==> config.mk <==
export PLATFORM = sky130hd
export DESIGN_NAME = seq_div_periph
export DESIGN_NICKNAME = d
export VERILOG_FILES = /design/src/rtl/seq_div_pkg.sv /design/src/rtl/div_stage.sv /design/src/rtl/div_core.sv /design/src/rtl/div_regbank.sv /design/src/rtl/seq_div_periph.sv
export SDC_FILE = /design/constraint.sdc
export NUM_CORES = 1
export LEC_CHECK = 0
export ABC_AREA = 1
export BUFFER_PORTS_ARGS = -buffer_cell sky130_fd_sc_hd__buf_2
export CAP_MARGIN = 20
export CORE_MARGIN = 1.5
export CORE_UTILIZATION = 65
export DETAILED_ROUTE_END_ITERATION = 8
export PLACE_DENSITY = 0.87
export SETUP_SLACK_MARGIN = 0.15
export SLEW_MARGIN = 10
export SYNTH_ARGS = -nofsm -noshare
export SYNTH_HDL_FRONTEND = slang
export SYNTH_HIERARCHICAL = 1
export SYNTH_SLANG_ARGS = --single-unit
==> constraint.sdc <==
create_clock -name clk_i -period 4.5 [get_ports clk_i]
set_input_delay 0.9 -clock clk_i [delete_from_list [all_inputs] [get_ports clk_i]]
set_output_delay 0.9 -clock clk_i [all_outputs]
set_load 0.03 [all_outputs]
==> src/rtl/seq_div_pkg.sv <==
package seq_div_pkg;
  localparam int unsigned HALF_W   = 16;
  localparam int unsigned DATA_W   = 2 * HALF_W;
  localparam int unsigned ADDR_W   = 3;
  localparam int unsigned STEP_BITS = 2;

  localparam int unsigned CTRL_START_BIT = 0;
  localparam int unsigned CTRL_ACC_BIT   = 6;
  localparam int unsigned CTRL_DIV_BIT   = 7;

  typedef enum logic [ADDR_W-1:0] {
    REG_CTRL = 3'd0,
    REG_A_LO = 3'd1,
    REG_A_HI = 3'd2,
    REG_B_LO = 3'd3,
    REG_B_HI = 3'd4,
    REG_C_LO = 3'd5,
    REG_C_HI = 3'd6
  } reg_addr_e;
endpackage

==> src/rtl/div_stage.sv <==
// One restoring radix-2 step: shift in the next dividend bit, subtract if possible.
module div_stage #(
  parameter int unsigned W = 32
) (
  input  logic [W-1:0] rem_i,
  input  logic [W-1:0] quo_i,
  input  logic [W-1:0] den_i,
  output logic [W-1:0] rem_o,
  output logic [W-1:0] quo_o
);
  logic [W:0] trial;
  logic [W:0] diff;
  logic       fits;

  always_comb begin
    trial = {rem_i, quo_i[W-1]};
    diff  = trial - {1'b0, den_i};
    fits  = trial >= {1'b0, den_i};
    rem_o = fits ? diff[W-1:0] : trial[W-1:0];
    quo_o = {quo_i[W-2:0], fits};
  end
endmodule

==> src/rtl/div_core.sv <==
module div_core #(
  parameter int unsigned W         = 32,
  parameter int unsigned STEP_BITS = 2
) (
  input  logic         clk_i,
  input  logic         rst_ni,
  input  logic         start_i,
  input  logic [W-1:0] dividend_i,
  input  logic [W-1:0] divisor_i,
  output logic         busy_o,
  output logic         done_o,
  output logic [W-1:0] quot_o,
  output logic [W-1:0] rem_o
);
  localparam int unsigned CYCLES = W / STEP_BITS;
  localparam int unsigned CNT_W  = $clog2(CYCLES);
  localparam logic [CNT_W-1:0] LAST = CNT_W'(CYCLES - 1);

  logic [W-1:0]     rem_q, quo_q, den_q;
  logic [CNT_W-1:0] cnt_q;
  logic             busy_q;

  logic [W-1:0] rem_chain [STEP_BITS+1];
  logic [W-1:0] quo_chain [STEP_BITS+1];

  assign rem_chain[0] = rem_q;
  assign quo_chain[0] = quo_q;

  for (genvar k = 0; k < STEP_BITS; k++) begin : g_step
    div_stage #(.W(W)) i_stage (
      .rem_i (rem_chain[k]),
      .quo_i (quo_chain[k]),
      .den_i (den_q),
      .rem_o (rem_chain[k+1]),
      .quo_o (quo_chain[k+1])
    );
  end

  always_ff @(posedge clk_i or negedge rst_ni) begin
    if (!rst_ni) begin
      rem_q  <= '0;
      quo_q  <= '0;
      den_q  <= '0;
      cnt_q  <= '0;
      busy_q <= 1'b0;
    end else if (start_i && !busy_q) begin
      rem_q  <= '0;
      quo_q  <= dividend_i;
      den_q  <= divisor_i;
      cnt_q  <= '0;
      busy_q <= 1'b1;
    end else if (busy_q) begin
      rem_q <= rem_chain[STEP_BITS];
      quo_q <= quo_chain[STEP_BITS];
      cnt_q <= cnt_q + 1'b1;
      if (cnt_q == LAST) busy_q <= 1'b0;
    end
  end

  assign busy_o = busy_q;
  assign done_o = busy_q && (cnt_q == LAST);
  assign quot_o = quo_chain[STEP_BITS];
  assign rem_o  = rem_chain[STEP_BITS];
endmodule

==> src/rtl/div_regbank.sv <==
module div_regbank
  import seq_div_pkg::*;
(
  input  logic              clk_i,
  input  logic              rst_ni,
  input  logic              sel_i,
  input  logic              we_i,
  input  logic [ADDR_W-1:0] addr_i,
  input  logic [HALF_W-1:0] wdata_i,
  output logic [HALF_W-1:0] rdata_o,
  input  logic              busy_i,
  input  logic              done_i,
  input  logic [DATA_W-1:0] quot_i,
  input  logic [DATA_W-1:0] rem_i,
  output logic [DATA_W-1:0] a_o,
  output logic [DATA_W-1:0] b_o,
  output logic              start_o,
  output logic              irq_o
);
  logic [DATA_W-1:0] a_q, b_q, c_q;
  logic              div_mode_q, acc_mode_q, irq_q;
  logic              wr_ok;

  assign wr_ok   = sel_i && we_i && !busy_i;
  assign start_o = wr_ok && (addr_i == REG_CTRL) &&
                   wdata_i[CTRL_START_BIT] && wdata_i[CTRL_DIV_BIT];

  always_ff @(posedge clk_i or negedge rst_ni) begin
    if (!rst_ni) begin
      a_q        <= '0;
      b_q        <= '0;
      c_q        <= '0;
      div_mode_q <= 1'b0;
      acc_mode_q <= 1'b0;
      irq_q      <= 1'b0;
    end else begin
      irq_q <= done_i && !acc_mode_q;
      if (done_i) begin
        a_q <= quot_i;
        c_q <= rem_i;
      end else if (wr_ok) begin
        unique case (addr_i)
          REG_CTRL: begin
            div_mode_q <= wdata_i[CTRL_DIV_BIT];
            acc_mode_q <= wdata_i[CTRL_ACC_BIT];
          end
          REG_A_LO: a_q[HALF_W-1:0]      <= wdata_i;
          REG_A_HI: a_q[DATA_W-1:HALF_W] <= wdata_i;
          REG_B_LO: b_q[HALF_W-1:0]      <= wdata_i;
          REG_B_HI: b_q[DATA_W-1:HALF_W] <= wdata_i;
          default: ;
        endcase
      end
    end
  end

  always_comb begin
    rdata_o = '0;
    unique case (addr_i)
      REG_CTRL: begin
        rdata_o[CTRL_DIV_BIT]   = div_mode_q;
        rdata_o[CTRL_ACC_BIT]   = acc_mode_q;
        rdata_o[CTRL_START_BIT] = busy_i;
      end
      REG_A_LO: rdata_o = a_q[HALF_W-1:0];
      REG_A_HI: rdata_o = a_q[DATA_W-1:HALF_W];
      REG_B_LO: rdata_o = b_q[HALF_W-1:0];
      REG_B_HI: rdata_o = b_q[DATA_W-1:HALF_W];
      REG_C_LO: rdata_o = c_q[HALF_W-1:0];
      REG_C_HI: rdata_o = c_q[DATA_W-1:HALF_W];
      default:  rdata_o = '0;
    endcase
  end

  assign a_o   = a_q;
  assign b_o   = b_q;
  assign irq_o = irq_q;
endmodule

==> src/rtl/seq_div_periph.sv <==
module seq_div_periph
  import seq_div_pkg::*;
(
  input  logic              clk_i,
  input  logic              rst_ni,
  input  logic              bus_sel_i,
  input  logic              bus_we_i,
  input  logic [ADDR_W-1:0] bus_addr_i,
  input  logic [HALF_W-1:0] bus_wdata_i,
  output logic [HALF_W-1:0] bus_rdata_o,
  output logic              irq_o
);
  logic [DATA_W-1:0] a_val, b_val, quot, rem;
  logic              start, busy, done;

  div_regbank i_regbank (
    .clk_i   (clk_i),
    .rst_ni  (rst_ni),
    .sel_i   (bus_sel_i),
    .we_i    (bus_we_i),
    .addr_i  (bus_addr_i),
    .wdata_i (bus_wdata_i),
    .rdata_o (bus_rdata_o),
    .busy_i  (busy),
    .done_i  (done),
    .quot_i  (quot),
    .rem_i   (rem),
    .a_o     (a_val),
    .b_o     (b_val),
    .start_o (start),
    .irq_o   (irq_o)
  );

  div_core #(.W(DATA_W), .STEP_BITS(STEP_BITS)) i_core (
    .clk_i      (clk_i),
    .rst_ni     (rst_ni),
    .start_i    (start),
    .dividend_i (a_val),
    .divisor_i  (b_val),
    .busy_o     (busy),
    .done_o     (done),
    .quot_o     (quot),
    .rem_o      (rem)
  );
endmodule

==> impl_metrics.prom <==
# TYPE chip_impl_metric gauge
chip_impl_metric{name="postSynthAreaPerCell",unit="um2"} 6.27
chip_impl_info{name="post_synth_most_frequent_cells",value="sky130_fd_sc_hd__nand2_1, sky130_fd_sc_hd__inv_1, sky130_fd_sc_hd__dfrtp_1"} 1
chip_impl_metric{name="postPlaceCellArea",unit="mm2"} 0.0170
chip_impl_metric{name="route.detailed.wl_per_inst",unit="um"} 19.4
chip_impl_metric{name="ys_seq_elements",unit=""} 200
chip_impl_metric{name="postSynthCellCount",unit=""} 2586
chip_impl_metric{name="start_util",unit="%"} 66.4
chip_impl_metric{name="avg_vias_per_cell",unit=""} 5.76
chip_impl_metric{name="multi_input_area",unit="mm2"} 0.00905
chip_impl_metric{name="syn_to_final_growth",unit="%"} 10.2
chip_impl_metric{name="critPathArrivalTime",unit="ns"} 4.58
chip_impl_metric{name="critical_path.max_fanout",unit=""} 19
chip_impl_info{name="synth.area.top_cells",value="sky130_fd_sc_hd__dfrtp_1, sky130_fd_sc_hd__nand2_1, sky130_fd_sc_hd__inv_1, sky130_fd_sc_hd__nand3_1, sky130_fd_sc_hd__ha_1"} 1
chip_impl_metric{name="dr_total_vias",unit=""} 17200
chip_impl_metric{name="drive_above_1_share",unit="%"} 13.0
chip_impl_metric{name="drt_pass1_iterations",unit=""} 6
chip_impl_metric{name="design.portCount",unit=""} 40
chip_impl_metric{name="final_net_count",unit=""} 2741
chip_impl_metric{name="area_of_all_placed_cells_without_fillers",unit="mm2"} 0.0179
chip_impl_metric{name="setup_violations",unit=""} 0
chip_impl_metric{name="yosys_warnings",unit=""} 6
chip_impl_metric{name="die-width",unit="um"} 161
chip_impl_metric{name="gp_congestion",unit=""} 1.10
chip_impl_metric{name="grt_pass1_vias",unit=""} 16200
chip_impl_metric{name="final-seq-area",unit="mm2"} 0.00501
chip_impl_metric{name="grt_start_max_net_pins",unit=""} 114
chip_impl_metric{name="synth.yosys.seq_area_share",unit="%"} 30.9
chip_impl_info{name="crit_path_cell_trace",value="ha_1, a21oi_1, nand2_1, a21oi_2, nand2_1, nor2_4, nand2_8, buf_12, nand2_1, nand2_1, ha_4, nand2_1, nor2_2, nand3_1, nand3_2, nand2_2, nand2_2, nand2_4, nand2_8, buf_12, nand2_1, nand2_1, nand3_1, nand2_1"} 1
chip_impl_metric{name="worst_skew_pair.late_latency",unit="ns"} 0.45
chip_impl_metric{name="wl",unit="um"} 57900
chip_impl_metric{name="synth-async-reset-ratio",unit="%"} 100
chip_impl_metric{name="timing_max_transition_violations_final",unit=""} 0
chip_impl_info{name="startpoint_type_of_the_worst_setup_path",value="flip-flop"} 1
chip_impl_metric{name="worstMarginPinSlew",unit="ns"} 0.949
chip_impl_metric{name="critical_path_required",unit="ns"} 4.89
chip_impl_metric{name="synth_top_cell_area_share",unit="%"} 30.9
chip_impl_metric{name="mappedNetlistNets",unit=""} 2676
chip_impl_metric{name="synth_cell_type_count",unit=""} 37
chip_impl_metric{name="htreeDepth",unit=""} 4
chip_impl_metric{name="dpl.hpwl",unit="um"} 43900
chip_impl_metric{name="floorplan_die_area",unit="mm2"} 0.0259
chip_impl_info{name="path_category_of_the_worst_min_delay_check",value="reg2reg"} 1
chip_impl_metric{name="num-fill-cells",unit=""} 2046
chip_impl_info{name="synth-main-ff-cell",value="sky130_fd_sc_hd__dfrtp_1"} 1
chip_impl_info{name="cp-end-kind",value="flip-flop"} 1
chip_impl_metric{name="post-route-period-util",unit="%"} 92.9
chip_impl_metric{name="finalClockSkew",unit="ns"} 0.0155
chip_impl_info{name="tritoncts",value="done"} 1
chip_impl_metric{name="chipHeight",unit="um"} 161
chip_impl_metric{name="critical_path.max_stage_delay",unit="ns"} 0.41
chip_impl_metric{name="fmax",unit="GHz"} 0.239
chip_impl_metric{name="detail-route-antenna-nets",unit=""} 0
chip_impl_metric{name="final_period_minus_worst_setup_slack",unit="ns"} 4.18
chip_impl_metric{name="cts.path.max_buffers",unit=""} 2
chip_impl_metric{name="hold_viol_final",unit=""} 0
chip_impl_info{name="ctsRootBufferMaster",value="sky130_fd_sc_hd__clkbuf_16"} 1
chip_impl_metric{name="tot_gr_track_use",unit="%"} 44.9
chip_impl_metric{name="synthesis.area",unit="mm2"} 0.0162
chip_impl_metric{name="num_rows",unit=""} 57
chip_impl_metric{name="synth_edf_count",unit=""} 0
chip_impl_metric{name="tritoncts.num_buffers",unit=""} 17
chip_impl_info{name="criticalPathCategory",value="reg2reg"} 1
chip_impl_metric{name="timing.max_cap.violations",unit=""} 0
chip_impl_info{name="cp_slowest_cell",value="sky130_fd_sc_hd__dfrtp_1"} 1
chip_impl_info{name="synth_largest_area_cell",value="sky130_fd_sc_hd__dfrtp_1"} 1
chip_impl_metric{name="worst_slew_margin_rel",unit="%"} 36.8
chip_impl_info{name="timing.critical_path.mode_cell",value="sky130_fd_sc_hd__nand2_1"} 1
chip_impl_metric{name="grt-ovfl-total",unit=""} 0
chip_impl_metric{name="core-area",unit="mm2"} 0.0244
chip_impl_info{name="library_cell_with_the_highest_instance_count_after_synthesis",value="sky130_fd_sc_hd__nand2_1"} 1
chip_impl_info{name="grt_setup_unrepaired",value="yes"} 1
chip_impl_metric{name="grt_first_pass_wirelength",unit="um"} 88500
chip_impl_metric{name="cts_sinks",unit=""} 200
chip_impl_metric{name="setup_tns",unit="ns"} 0
chip_impl_metric{name="clk_pin_slew_worst_paths",unit="ns"} 0.09
chip_impl_metric{name="drt-initial-drc-count",unit=""} 2305
chip_impl_metric{name="port_buffers",unit=""} 39
chip_impl_metric{name="antenna_found_initial",unit=""} 2
chip_impl_metric{name="drc",unit=""} 0
chip_impl_info{name="run_status",value="complete, no violations"} 1
[state kept, by name (all words and copies together), names as in the netlist]
signal / count
i_regbank/b_o: 32
i_regbank/acc_mode_q: 1
i_core/cnt_q: 4
i_core/den_q: 32
i_regbank/irq_o: 1
i_core/quo_q: 32
i_regbank/a_o: 32
i_regbank/div_mode_q: 1
i_core/busy_o: 1
i_regbank/c_q: 32
i_core/rem_q: 32
[final timing paths]
| path | start | slack [ns] | endpoint | depth (start not counted) |
|---|---|---|---|---|
| setup / recovery | i_core/rem_q[27] | 0.32 | i_regbank/a_o[0] | 24 |
| hold / removal | i_regbank/div_mode_q | 0.49 | i_regbank/div_mode_q | 2 |
| setup reg to reg | i_core/rem_q[27] | 0.32 | i_regbank/a_o[0] | 24 |
| hold reg to reg | i_regbank/div_mode_q | 0.49 | i_regbank/div_mode_q | 2 |
| max in group asynchronous | rst_ni | 2.82 | i_core/den_q[10] | 2 |
| min in group asynchronous | rst_ni | 0.54 | i_regbank/a_o[25] | 1 |
[through the flow]
| stage | utilization [%] | hold slack, ns | setup WS [ns] | instances |
|---|---|---|---|---|
| after CTS | 72.1 | 0.480 | 0.150 | 2981 |
| after global placement | 69.6 | 0.447 | 0.167 | 2949 |
| after floorplan | - | 0.427 | 1.13 | 2586 |
| after global routing | 73.2 | 0.508 | 0.0502 | 2988 |
| after detailed placement | 69.6 | 0.464 | 0.182 | 2949 |
| final | 73.2 | 0.488 | 0.318 | 2989 |
[kinds of logic after synthesis]
| logic type | after synthesis | synth area share (%) |
|---|---|---|
| buffers and inverters | 492 | 14.6 |
| DFF | 200 | 30.9 |
| and+or+nand+nor | 1743 | 45.9 |
| AOI/OAI and AO/OA | 56 | 1.83 |
| adders and majority gates | 67 | 5.27 |
| xor gates and xnor gates | 28 | 1.51 |
[layout by cell type (no fill, tap or decap), types with 17 or more instances in the layout]
cell type	netlist	final
sky130_fd_sc_hd__a21oi_1	44	42
sky130_fd_sc_hd__buf_4	73	148
sky130_fd_sc_hd__inv_1	333	333
sky130_fd_sc_hd__clkbuf_16	0	17
sky130_fd_sc_hd__nand2_1	1256	1249
sky130_fd_sc_hd__nand3_1	198	197
sky130_fd_sc_hd__nand3_2	23	24
sky130_fd_sc_hd__buf_2	43	38
sky130_fd_sc_hd__nor2_1	130	119
sky130_fd_sc_hd__dfrtp_1	200	195
sky130_fd_sc_hd__nand2_2	11	18
sky130_fd_sc_hd__nand3b_1	22	22
sky130_fd_sc_hd__xor2_1	26	26
sky130_fd_sc_hd__nand4_1	42	42
sky130_fd_sc_hd__ha_1	65	50
[worst max-delay path: cells and delay by family (launching register included)]
kind | cells | cell delay (ns)
AOI/OAI and AO/OA | 2 | 0.44
and+or+nand+nor | 18 | 2.17
adders and majority gates | 2 | 0.73
buffers and inverters | 2 | 0.34
DFF | 1 | 0.41
[layer usage]
metal | global-route usage, % | share of wire, % | up-vias
met4 | 24.1 | 6.4 | 2
li1 | - | - | 7953
met5 | 0 | 0.022 | -
met3 | 8.96 | 12 | 252
met2 | 70.8 | 44 | 1175
met1 | 58.4 | 38 | 7833
[area by class of cell]
class / instances / share of cell area [%]
tap: 324 / 2.27
clock buffer: 18 / 2.46
antenna: 1 / 0.0140
sequential: 200 / 28.1
inverter: 341 / 7.19
timing repair buffer: 197 / 8.38
multi-input combinational: 1894 / 50.7
clock inverter: 14 / 0.981
[timing repair]
item / CTS / global route
hold buffers: 0 / 0
buffers inserted: 0 / 7
resized for setup: 0 / 56
endpoints found under the setup margin: 0 / 66
Power is not shown: default switching activity piles up to over one toggle a cycle in this logic, so the estimate is an artifact.
